===== config.mk =====
export PLATFORM = sky130hd
export DESIGN_NAME = tune_player
export DESIGN_NICKNAME = d
export VERILOG_FILES = /design/src/rtl/tune_pkg.sv /design/src/rtl/tempo_tick.sv /design/src/rtl/square_tone.sv /design/src/rtl/note_voice.sv /design/src/rtl/tune_player.sv
export SDC_FILE = /design/constraint.sdc
export NUM_CORES = 1
export LEC_CHECK = 0
export ABC_AREA = 1
export CAP_MARGIN = 10
export CORE_MARGIN = 2
export CORE_UTILIZATION = 25
export CTS_CLUSTER_DIAMETER = 30
export CTS_CLUSTER_SIZE = 28
export DETAILED_ROUTE_END_ITERATION = 10
export PLACE_DENSITY = 0.42
export SYNTH_ARGS = -nofsm -noshare
export SYNTH_HDL_FRONTEND = slang
export SYNTH_SLANG_ARGS = --single-unit

===== constraint.sdc =====
create_clock -name clk -period 5.89 [get_ports clk]
set_input_delay 0.589 -clock clk [delete_from_list [all_inputs] [get_ports clk]]
set_output_delay 0.589 -clock clk [all_outputs]
set_load 0.03 [all_outputs]

===== src/rtl/tune_pkg.sv =====
package tune_pkg;

  typedef enum logic [1:0] {PH_SOUND, PH_GAP, PH_DONE} phase_t;

  localparam logic [7:0] END_WORD = 8'hFF;
  localparam int         HALF_W   = 19;
  localparam int         LEN_W    = 5;

  function automatic logic [3:0] pitch_of(input logic [7:0] w);
    return w[7:4];
  endfunction

  function automatic logic lift_of(input logic [7:0] w);
    return w[3];
  endfunction

  function automatic logic [LEN_W-1:0] beats_of(input logic [7:0] w);
    logic [LEN_W-1:0] b;
    case (w[2:0])
      3'd0:    b = 5'd1;
      3'd1:    b = 5'd2;
      3'd2:    b = 5'd3;
      3'd3:    b = 5'd4;
      3'd4:    b = 5'd6;
      3'd5:    b = 5'd8;
      3'd6:    b = 5'd12;
      default: b = 5'd16;
    endcase
    return b;
  endfunction

  function automatic logic is_rest(input logic [7:0] w);
    return w[7:4] >= 4'd12;
  endfunction

  // lowest-octave half periods at a 50 MHz clock
  function automatic logic [HALF_W-1:0] base_half(input logic [3:0] pc);
    logic [HALF_W-1:0] h;
    case (pc)
      4'd0:    h = 19'd382204;
      4'd1:    h = 19'd360750;
      4'd2:    h = 19'd340507;
      4'd3:    h = 19'd321419;
      4'd4:    h = 19'd303361;
      4'd5:    h = 19'd286336;
      4'd6:    h = 19'd270270;
      4'd7:    h = 19'd255102;
      4'd8:    h = 19'd240778;
      4'd9:    h = 19'd227273;
      4'd10:   h = 19'd214518;
      default: h = 19'd202478;
    endcase
    return h;
  endfunction

  function automatic logic [HALF_W-1:0] half_cycles(input logic [3:0] pc,
                                                    input logic       lift,
                                                    input logic [1:0] oct,
                                                    input int         shift);
    logic [HALF_W-1:0] h;
    logic [2:0]        steps;
    steps = {1'b0, oct} + {2'b00, lift};
    h = base_half(pc) >> shift;
    h = h >> steps;
    if (h < 19'd2) h = 19'd2;
    return h;
  endfunction

  function automatic logic [7:0] tune_word(input logic       song,
                                          input logic       voice,
                                          input logic [2:0] idx);
    logic [7:0] w;
    case ({song, voice, idx})
      5'b0_0_000: w = 8'h07;
      5'b0_0_001: w = 8'h4B;
      5'b0_0_010: w = 8'hC2;
      5'b0_0_011: w = 8'h79;
      5'b0_1_000: w = 8'h05;
      5'b0_1_001: w = 8'h95;
      5'b1_0_000: w = 8'h26;
      5'b1_1_000: w = 8'hB4;
      5'b1_1_001: w = 8'h50;
      5'b1_1_010: w = 8'hE0;
      5'b1_1_011: w = 8'h33;
      default:    w = END_WORD;
    endcase
    return w;
  endfunction

endpackage


===== src/rtl/tempo_tick.sv =====
module tempo_tick #(
  parameter int DIV = 6_250_000
) (
  input  logic clk,
  input  logic rst_n,
  input  logic clear,
  output logic tick
);
  localparam int CW = (DIV > 1) ? $clog2(DIV) : 1;
  localparam logic [CW-1:0] LAST = CW'(DIV - 1);

  logic [CW-1:0] cnt;

  assign tick = (cnt == LAST);

  always_ff @(posedge clk) begin
    if (!rst_n || clear || tick) cnt <= '0;
    else                         cnt <= cnt + 1'b1;
  end
endmodule


===== src/rtl/square_tone.sv =====
module square_tone #(
  parameter int W = 19
) (
  input  logic         clk,
  input  logic         rst_n,
  input  logic         clear,
  input  logic         enable,
  input  logic [W-1:0] half,
  output logic         wave
);
  logic [W-1:0] cnt;
  logic         flip;

  // compare with >= so a shorter half period after an octave change takes effect at once
  assign flip = (cnt >= half - 1'b1);

  always_ff @(posedge clk) begin
    if (!rst_n || clear || !enable) begin
      cnt  <= '0;
      wave <= 1'b0;
    end else if (flip) begin
      cnt  <= '0;
      wave <= ~wave;
    end else begin
      cnt  <= cnt + 1'b1;
    end
  end
endmodule


===== src/rtl/note_voice.sv =====
module note_voice
  import tune_pkg::*;
#(
  parameter int VOICE     = 0,
  parameter int IDX_W     = 3,
  parameter int DIV_SHIFT = 0
) (
  input  logic       clk,
  input  logic       rst_n,
  input  logic       tick,
  input  logic       restart,
  input  logic       song,
  input  logic [1:0] octave,
  output logic       wave,
  output logic       sounding,
  output logic       done,
  output logic       at_start
);
  phase_t            ph;
  logic [IDX_W-1:0]  idx;
  logic [IDX_W-1:0]  rd_idx;
  logic [LEN_W-1:0]  remain;
  logic [7:0]        word;
  logic [HALF_W-1:0] half;
  logic              load;

  // one table read: the current note while sounding, the next word while loading
  assign load   = restart || (tick && ph == PH_GAP);
  assign rd_idx = restart ? '0 : ((ph == PH_GAP) ? IDX_W'(idx + 1'b1) : idx);
  assign word   = tune_word(song, 1'(VOICE), 3'(rd_idx));

  assign sounding = (ph == PH_SOUND) && !is_rest(word);
  assign done     = (ph == PH_DONE);
  assign at_start = (idx == '0);
  assign half     = half_cycles(pitch_of(word), lift_of(word), octave, DIV_SHIFT);

  always_ff @(posedge clk) begin
    if (!rst_n) begin
      ph     <= PH_DONE;
      idx    <= '0;
      remain <= '0;
    end else if (load) begin
      idx    <= rd_idx;
      remain <= beats_of(word);
      ph     <= (word == END_WORD) ? PH_DONE : PH_SOUND;
    end else if (tick && ph == PH_SOUND) begin
      if (remain <= LEN_W'(1)) ph <= PH_GAP;
      else                     remain <= remain - 1'b1;
    end
  end

  square_tone #(.W(HALF_W)) u_tone (
    .clk    (clk),
    .rst_n  (rst_n),
    .clear  (restart),
    .enable (sounding),
    .half   (half),
    .wave   (wave)
  );
endmodule


===== src/rtl/tune_player.sv =====
module tune_player #(
  parameter int TICK_DIV  = 6_250_000,
  parameter int DIV_SHIFT = 0,
  parameter int IDX_W     = 3
) (
  input  logic       clk,
  input  logic       rst_n,
  input  logic       song_sel,
  input  logic [1:0] octave_sel,
  output logic       left_out,
  output logic       right_out
);
  localparam int NV = 2;

  logic          song_q;
  logic          beat;
  logic          tune_restart;
  logic [NV-1:0] voice_snd;
  logic [NV-1:0] voice_done;
  logic [NV-1:0] voice_start;
  logic [NV-1:0] voice_wave;

  // a new selection, or both voices parked at their end words, starts everything over
  assign tune_restart = (song_sel != song_q) || (&voice_done);

  always_ff @(posedge clk) begin
    if (!rst_n) song_q <= 1'b0;
    else        song_q <= song_sel;
  end

  tempo_tick #(.DIV(TICK_DIV)) u_tick (
    .clk   (clk),
    .rst_n (rst_n),
    .clear (tune_restart),
    .tick  (beat)
  );

  for (genvar v = 0; v < NV; v++) begin : g_voice
    note_voice #(
      .VOICE     (v),
      .IDX_W     (IDX_W),
      .DIV_SHIFT (DIV_SHIFT)
    ) u_voice (
      .clk      (clk),
      .rst_n    (rst_n),
      .tick     (beat),
      .restart  (tune_restart),
      .song     (song_sel),
      .octave   (octave_sel),
      .wave     (voice_wave[v]),
      .sounding (voice_snd[v]),
      .done     (voice_done[v]),
      .at_start (voice_start[v])
    );
  end

  assign left_out  = voice_wave[0];
  assign right_out = voice_wave[1];
endmodule


Word-level counts from Yosys, hierarchy flattened. Memories as Yosys holds them, arrays and structs flattened. Index checks and enable logic that the tools add are counted.

Register bits after elaboration: 84. Bits in latches: 0. Bits in writable memories: 0. Bits in read-only memories: 608. Input port bits: 5. Output and inout port bits: 2. Logic and storage cells: 127. Memories: 2.

Memory list: (name not given) (words 16, bits a word 19, read ports 1, clocked after memory_dff 0, wr ports 0, RTL line tune_pkg.sv:39) `case (pc)`; (name not given) (words 16, bits a word 19, read ports 1, clocked after memory_dff 0, wr ports 0, RTL line tune_pkg.sv:39).

$add $sub $neg: 11. Multiply operators: 0. Div/mod/pow operators: 0. Order comparisons: 8. Eq/ne operators: 31. Shifts and indexed selects: 2. Multiplexer cells: 24. Bitwise logic cells: 2. Reductions and logical operators: 35.

Operators by type and width (count): $pmux 5 s7 (2); $pmux 8 s6 (1); $pmux 8 s5 (1); $add 19x1->19 const B (2); $ge 19x19->1 (2); $lt 19x2->1 const B (2); $mux 19 (2); $shr 19x3->19 (2); $sub 19x1->19 const B (2); $mux 5 (6); $add 23x1->23 const B (1); $eq 23x23->1 const B (1); $eq 4x4->1 const B (5); $eq 3x3->1 const B (6); $eq 8x8->1 const B (2); $mux 2 (8); $eq 3x2->1 const B (4); $mux 3 (4); $le 5x1->1 const B (2); $reduce_and 2->1 (5); $sub 5x1->5 const B (2); $eq 4x1->1 const B (2); $eq 4x2->1 const B (2); $ge 4x4->1 const B (2); other kinds (16) (45).

Depth between registers and ports, before layout. Gate-level depths: netlist (run 1).

Depth after elaboration: 13. Depth in mapped cells: 40.

Modules after synthesis. Synthesis (run 1) repeated with hierarchy kept, for this count alone.

Cells, all modules: 1343. Area, all modules: 8506.9 um^2.

Modules (own cells, without submodules): square_tone (instances 2, cells an instance 253, area an instance 1775.5 um^2, seq. area each 400.4 um^2); note_voice (g_voice[1].u_voice) (instances 1, cells an instance 324, area an instance 1845.5 um^2, seq. area each 200.2 um^2); note_voice (g_voice[0].u_voice) (instances 1, cells an instance 310, area an instance 1725.4 um^2, seq. area each 200.2 um^2); tempo_tick (instances 1, cells an instance 194, area an instance 1333.8 um^2, seq. area each 460.4 um^2); tune_player (instances 1, cells an instance 9, area an instance 51.3 um^2, seq. area each 20.0 um^2).

Worst setup path before layout (run 1). Ideal clock, no wire load.

Kind: in2reg. From: in song_sel. To: reg g_voice[0].u_voice.u_tone.cnt[0]. Library setup time: 0.064 ns. Arrival time: 5.159 ns. Data required time: 5.826 ns. Setup slack: 0.667 ns. Cell stages on the path: 33. Path through: inv_2 nand2_1 nand2_1 nor2_2 buf_6 nand3_2 nand2_1 a21oi_2 inv_1 nand2_1 nand2_1 ha_1 ha_1 clkbuf_1 clkinv_1 clkbuf_1 o311ai_0 a21oi_2 ha_1 nand2_1 nor2_1 xor2_1 ha_1 a21oi_1 nor2_1 a211oi_1 o221ai_1 nand2_1 nand4_1 or2_1 buf_2 buf_2 nor2_1.

Longest elaborated chain between the ends: 12. Elaborated cells on any way between the ends: 23. Those cells by class: 2 x add/sub; 3 x order compare; 5 x eq/ne; 1 x shift; 3 x mux; 8 x reduce/logical; 1 x memory.

Ends and longest elaborated chain: start: declaration (RTL line tune_player.sv:8) `input logic song_sel,`; $ne 1x1->1 (RTL line tune_player.sv:24) `assign tune_restart = (song_sel != song_q) || (&voice_done);`; $logic_or 1x1->1 (RTL line tune_player.sv:24); $mux 3 (RTL line note_voice.sv:29) `assign rd_idx = restart ? '0 : ((ph == PH_GAP) ? IDX_W'(idx + 1'b1) : idx);`; $eq 4x4->1, or another cell as far along (RTL line tune_pkg.sv:73) `case ({song, voice, idx})`; $pmux 8 s5 (RTL line tune_pkg.sv:73); $mem_v2 16x19 / $add 2x1->3 (equally long branches); $shr 19x3->19 (RTL line tune_pkg.sv:64) `h = h >> steps;`; $lt 19x2->1 (RTL line tune_pkg.sv:65) `if (h < 19'd2) h = 19'd2;`; $mux 19 (RTL line tune_pkg.sv:65); $sub 19x1->19 (RTL line square_tone.sv:15) `assign flip = (cnt >= half - 1'b1);`; $ge 19x19->1 (RTL line square_tone.sv:15); $reduce_or 2->1 (no source line) (*); end signal: assignment (RTL line square_tone.sv:25) `cnt <= cnt + 1'b1;`; end: declaration (RTL line square_tone.sv:11) `logic [W-1:0] cnt;`.

Every way passes the cells marked *; elsewhere a longest branch is shown, timed or not. A chain may end at the register's enable or synchronous reset.

Worst setup path after layout (run 1).
From: reg g_voice[1].u_voice.ph[0]. To: reg g_voice[1].u_voice.u_tone.cnt[6].

Longest elaborated chain between the ends: 13. Elaborated cells on any way between the ends: 28. Those cells by class: 2 x add/sub; 3 x order compare; 7 x eq/ne; 1 x shift; 4 x mux; 10 x reduce/logical; 1 x memory.

Ends and longest elaborated chain: start: declaration (RTL line note_voice.sv:19) `phase_t ph;`; start signal: assignment (RTL line note_voice.sv:45) `ph <= (word == END_WORD) ? PH_DONE : PH_SOUND;`; $eq 2x2->1 (RTL line note_voice.sv:33) `assign done = (ph == PH_DONE);`; $reduce_and 2->1 (RTL line tune_player.sv:24); $logic_or 1x1->1 (RTL line tune_player.sv:24); $mux 3 (RTL line note_voice.sv:29); $eq 4x4->1, or another cell as far along (RTL line tune_pkg.sv:73); $pmux 8 s6 (RTL line tune_pkg.sv:73); $mem_v2 16x19 / $add 2x1->3 (equally long branches); $shr 19x3->19 (RTL line tune_pkg.sv:64); $lt 19x2->1 (RTL line tune_pkg.sv:65); $mux 19 (RTL line tune_pkg.sv:65); $sub 19x1->19 (RTL line square_tone.sv:15); $ge 19x19->1 (RTL line square_tone.sv:15); $reduce_or 2->1 (no source line) (*); end signal: assignment (RTL line square_tone.sv:25); end: declaration (RTL line square_tone.sv:11).

Marked as above.

==> results.tsv, run 1 <==
metric	value	unit
synth_fp_nets	1274	
worst-endpoint-arrival	5.38	ns
dp_cells	1607	
fin_nets	1297	
synth_seq_cells	84	
critical_path_required	6.14	ns
worstMarginPinSlew	0.579	ns
cts.repair_timing.setup_buffer_count	0	
cts_root_buffer	clkbuf_16	
async_flop_share	0	
cpPeakStageDelay	0.51	ns
synth.avg_cell_area	6.32	µm²
grt-ovfl-total	0	
worstSkewPairLatency	0.37	ns
layout-drive-gt1-share	0.115	
antennaDiodeCount	0	
final_area	8630	µm²
post_dp_cell_area	8310	µm²
worstHoldPathType	reg2reg	
grt_pass1_wl	34300	µm
ys_types	55	
grt_antenna_before_repair	0	
grt_max_degree	23	
cts_tree	yes	
finClkSkew	0.0130	ns
fin_tns_setup	0	ns
status	finished, final reports clean	
numClockSinks	84	
layout.cells.non_filler	1623	
report.final.slew_viol_count	0	
path_class	reg2reg	
globalRouteTotalUtil	0.132	
rsz0062_at_grt	no	
cp_endpoint_kind	flop	
cells_resized_by_post_cts_repair	0	
worst_setup_hold_path_clk_slew	0.07	ns
dp_hpwl	15900	µm
synth_sequential_area_ratio	0.221	
p_leak	3.82	nW
syn2layout_area_growth	13.2	%
synth-edff-count	0	
final_hold_viol_count	0	
grt_pass1_vias	7211	
layout_worst_path_cycle_share	0.870	
drt.antenna.violating_nets	0	
boundaryPins	7	
critical_path.max_fanout	19	
yosysWarnings	0	
worst_hold_slack	0.451	ns
detail_route.vias_per_cell	4.57	
total_power	1.59	mW
finalCriticalPeriod	5.12	ns
post_cts_hold_buffer_count	0	
cts.htree.levels	3	
cts_max_path_bufs	2	
firstDrtPassIters	4	
power_density	185	nW/µm²
post_synth_inst_count	1205	
cts-buffers-inserted	9	
crit_slowest_cell	dfxtp_1	
wl_per_cell	12.3	µm
die_width	179	µm
max_cap_viol_count	0	
die_h	179	µm
max_slew_margin	0.612	
max_rail_drop_vdd	0.128	mV
drcViolationCount	0	
die_area	31900	µm²
max_freq	0.195	GHz
first_iter_violations	259	
routed-via-count	7413	
finalSetupViolCount	0	
row_count	63	
critical-path-top-cell-by-count	nand2_1	
synth_ff_type	dfxtp_1	
buffer_ports.inserted	6	
initial_standard_cell_utilization_of_the_core	0.256	
placeableCoreArea	29800	µm²
totalWireLength	20000	µm
gp_routability_congestion	0.782	
syn_area	7620	µm²
launching_element_type_of_the_critical_path	flop	
## metal layers
layer	global-route usage	routed length [µm]
met1	0.179	10500
met2	0.217	8830
met3	0.0220	355
met4	0.0373	305
met5	0	0
## cell families (layout without fill, tap and decap cells)
kind of cell,Yosys count,after routing,share of synthesized area
adder cells (fa/ha/maj),64,64,0.105
XOR/XNOR,35,35,0.0402
AND/OR/NAND/NOR,698,698,0.426
AO/OA/AOI/OAI,157,157,0.121
buffers and inverters,167,195,0.0872
flip-flops,84,84,0.221
## worst max-delay path: cells and delay by family (launching register included)
kind            cells  cell delay, ns
compound gates      2            0.24
xor+xnor            1            0.13
fa+ha+maj           3            0.69
buf+inv             6            0.71
flops               1            0.51
simple gates       22            2.72
## where the power goes
group          switching [mW]  leakage, nW  internal [mW]  total (mW)
registers              0.0127        0.680          0.582       0.595
clock network           0.278        0.156          0.349       0.627
logic                   0.240         2.99          0.130       0.370
## cell usage after synthesis (all sizes together) (3+ instances only)
cell type	count	share of area
xor2	23	0.026
clkinv	5	0.0025
nor3b	10	0.0099
nand4	28	0.024
xnor2	12	0.014
o21a	3	0.0030
nor4	3	0.0025
dfxtp	84	0.22
clkbuf	19	0.0094
o211ai	9	0.0089
or2	9	0.0074
a211oi	4	0.0039
ha	64	0.11
nand3	133	0.10
nor2	126	0.073
inv	130	0.064
a31oi	5	0.0041
nor3	26	0.018
nand2	355	0.18
o2111ai	6	0.0069
o21ai	52	0.035
a21oi	66	0.046
buf	13	0.011
## state kept, by name, indices dropped and copies added (netlist names)
| name | cells |
|---|---|
| u_tick.cnt | 23 |
| g_voice.u_voice.u_tone.cnt | 38 |
| song_q | 1 |
| g_voice.u_voice.ph | 4 |
| g_voice.u_voice.remain | 10 |
| g_voice.u_voice.idx | 6 |
| g_voice.u_voice.u_tone.wave | 2 |
## path summary, 6_finish.rpt
kind                       startpoint  slack [ns]  depth (start not counted)                                to
max          g_voice[1].u_voice.ph[0]        0.77                         34  g_voice[1].u_voice.u_tone.cnt[6]
max reg2reg  g_voice[1].u_voice.ph[0]        0.77                         34  g_voice[1].u_voice.u_tone.cnt[6]
min reg2reg             u_tick.cnt[0]        0.45                          1                     u_tick.cnt[0]
min                     u_tick.cnt[0]        0.45                          1                     u_tick.cnt[0]
## metrics by stage
stage | worst slack, ns | util
detailed placement | -0.00808 | 0.279
CTS | 0.363 | 0.289
finish | 0.765 | 0.290
floorplan | 0.667 | -
global placement | 0.0431 | 0.279
global route | 0.0995 | 0.290
## layout by cell type (no fill, tap or decap), drive strengths merged, types with 2 or more instances in the layout
master / netlist / routed
o311ai: 2 / 2
nor2: 126 / 126
nand3: 133 / 133
buf: 13 / 38
xnor2: 12 / 12
o211ai: 9 / 9
o21ai: 52 / 52
clkdlybuf4s50: 0 / 5
xor2: 23 / 23
nand3b: 2 / 2
nor4: 3 / 3
o221ai: 2 / 2
a211oi: 4 / 4
nor3b: 10 / 10
o2111ai: 6 / 6
a21boi: 2 / 2
a31oi: 5 / 5
a21oi: 66 / 66
o21a: 3 / 3
inv: 130 / 134
or3: 2 / 2
o31ai: 2 / 2
nor3: 26 / 26
clkbuf: 19 / 10
nand2: 355 / 355
nand4: 28 / 28
a221oi: 2 / 2
ha: 64 / 64
or2: 9 / 9
clkinv: 5 / 6
and3: 2 / 2
dfxtp: 84 / 84
## area by class of cell
cell class / instances / area, µm²
flip-flops and latches: 84 / 1680
repair buffers: 44 / 360
fillers: 3336 / 21200
inverters: 135 / 507
multi-input cells: 954 / 5280
clock inverters: 6 / 76.3
well taps: 390 / 488
clock buffers: 10 / 239
(Power assumes the default switching activity.)
==> inputs of run 2 (changes only) <==
--- a/config.mk
+++ b/config.mk
@@ -16,3 +16,4 @@
 export SYNTH_ARGS = -nofsm -noshare
 export SYNTH_HDL_FRONTEND = slang
 export SYNTH_SLANG_ARGS = --single-unit
+export TNS_END_PERCENT = 10
==> results of run 2 <==
Final layout, timing and power as in run 1 (identical DEF).
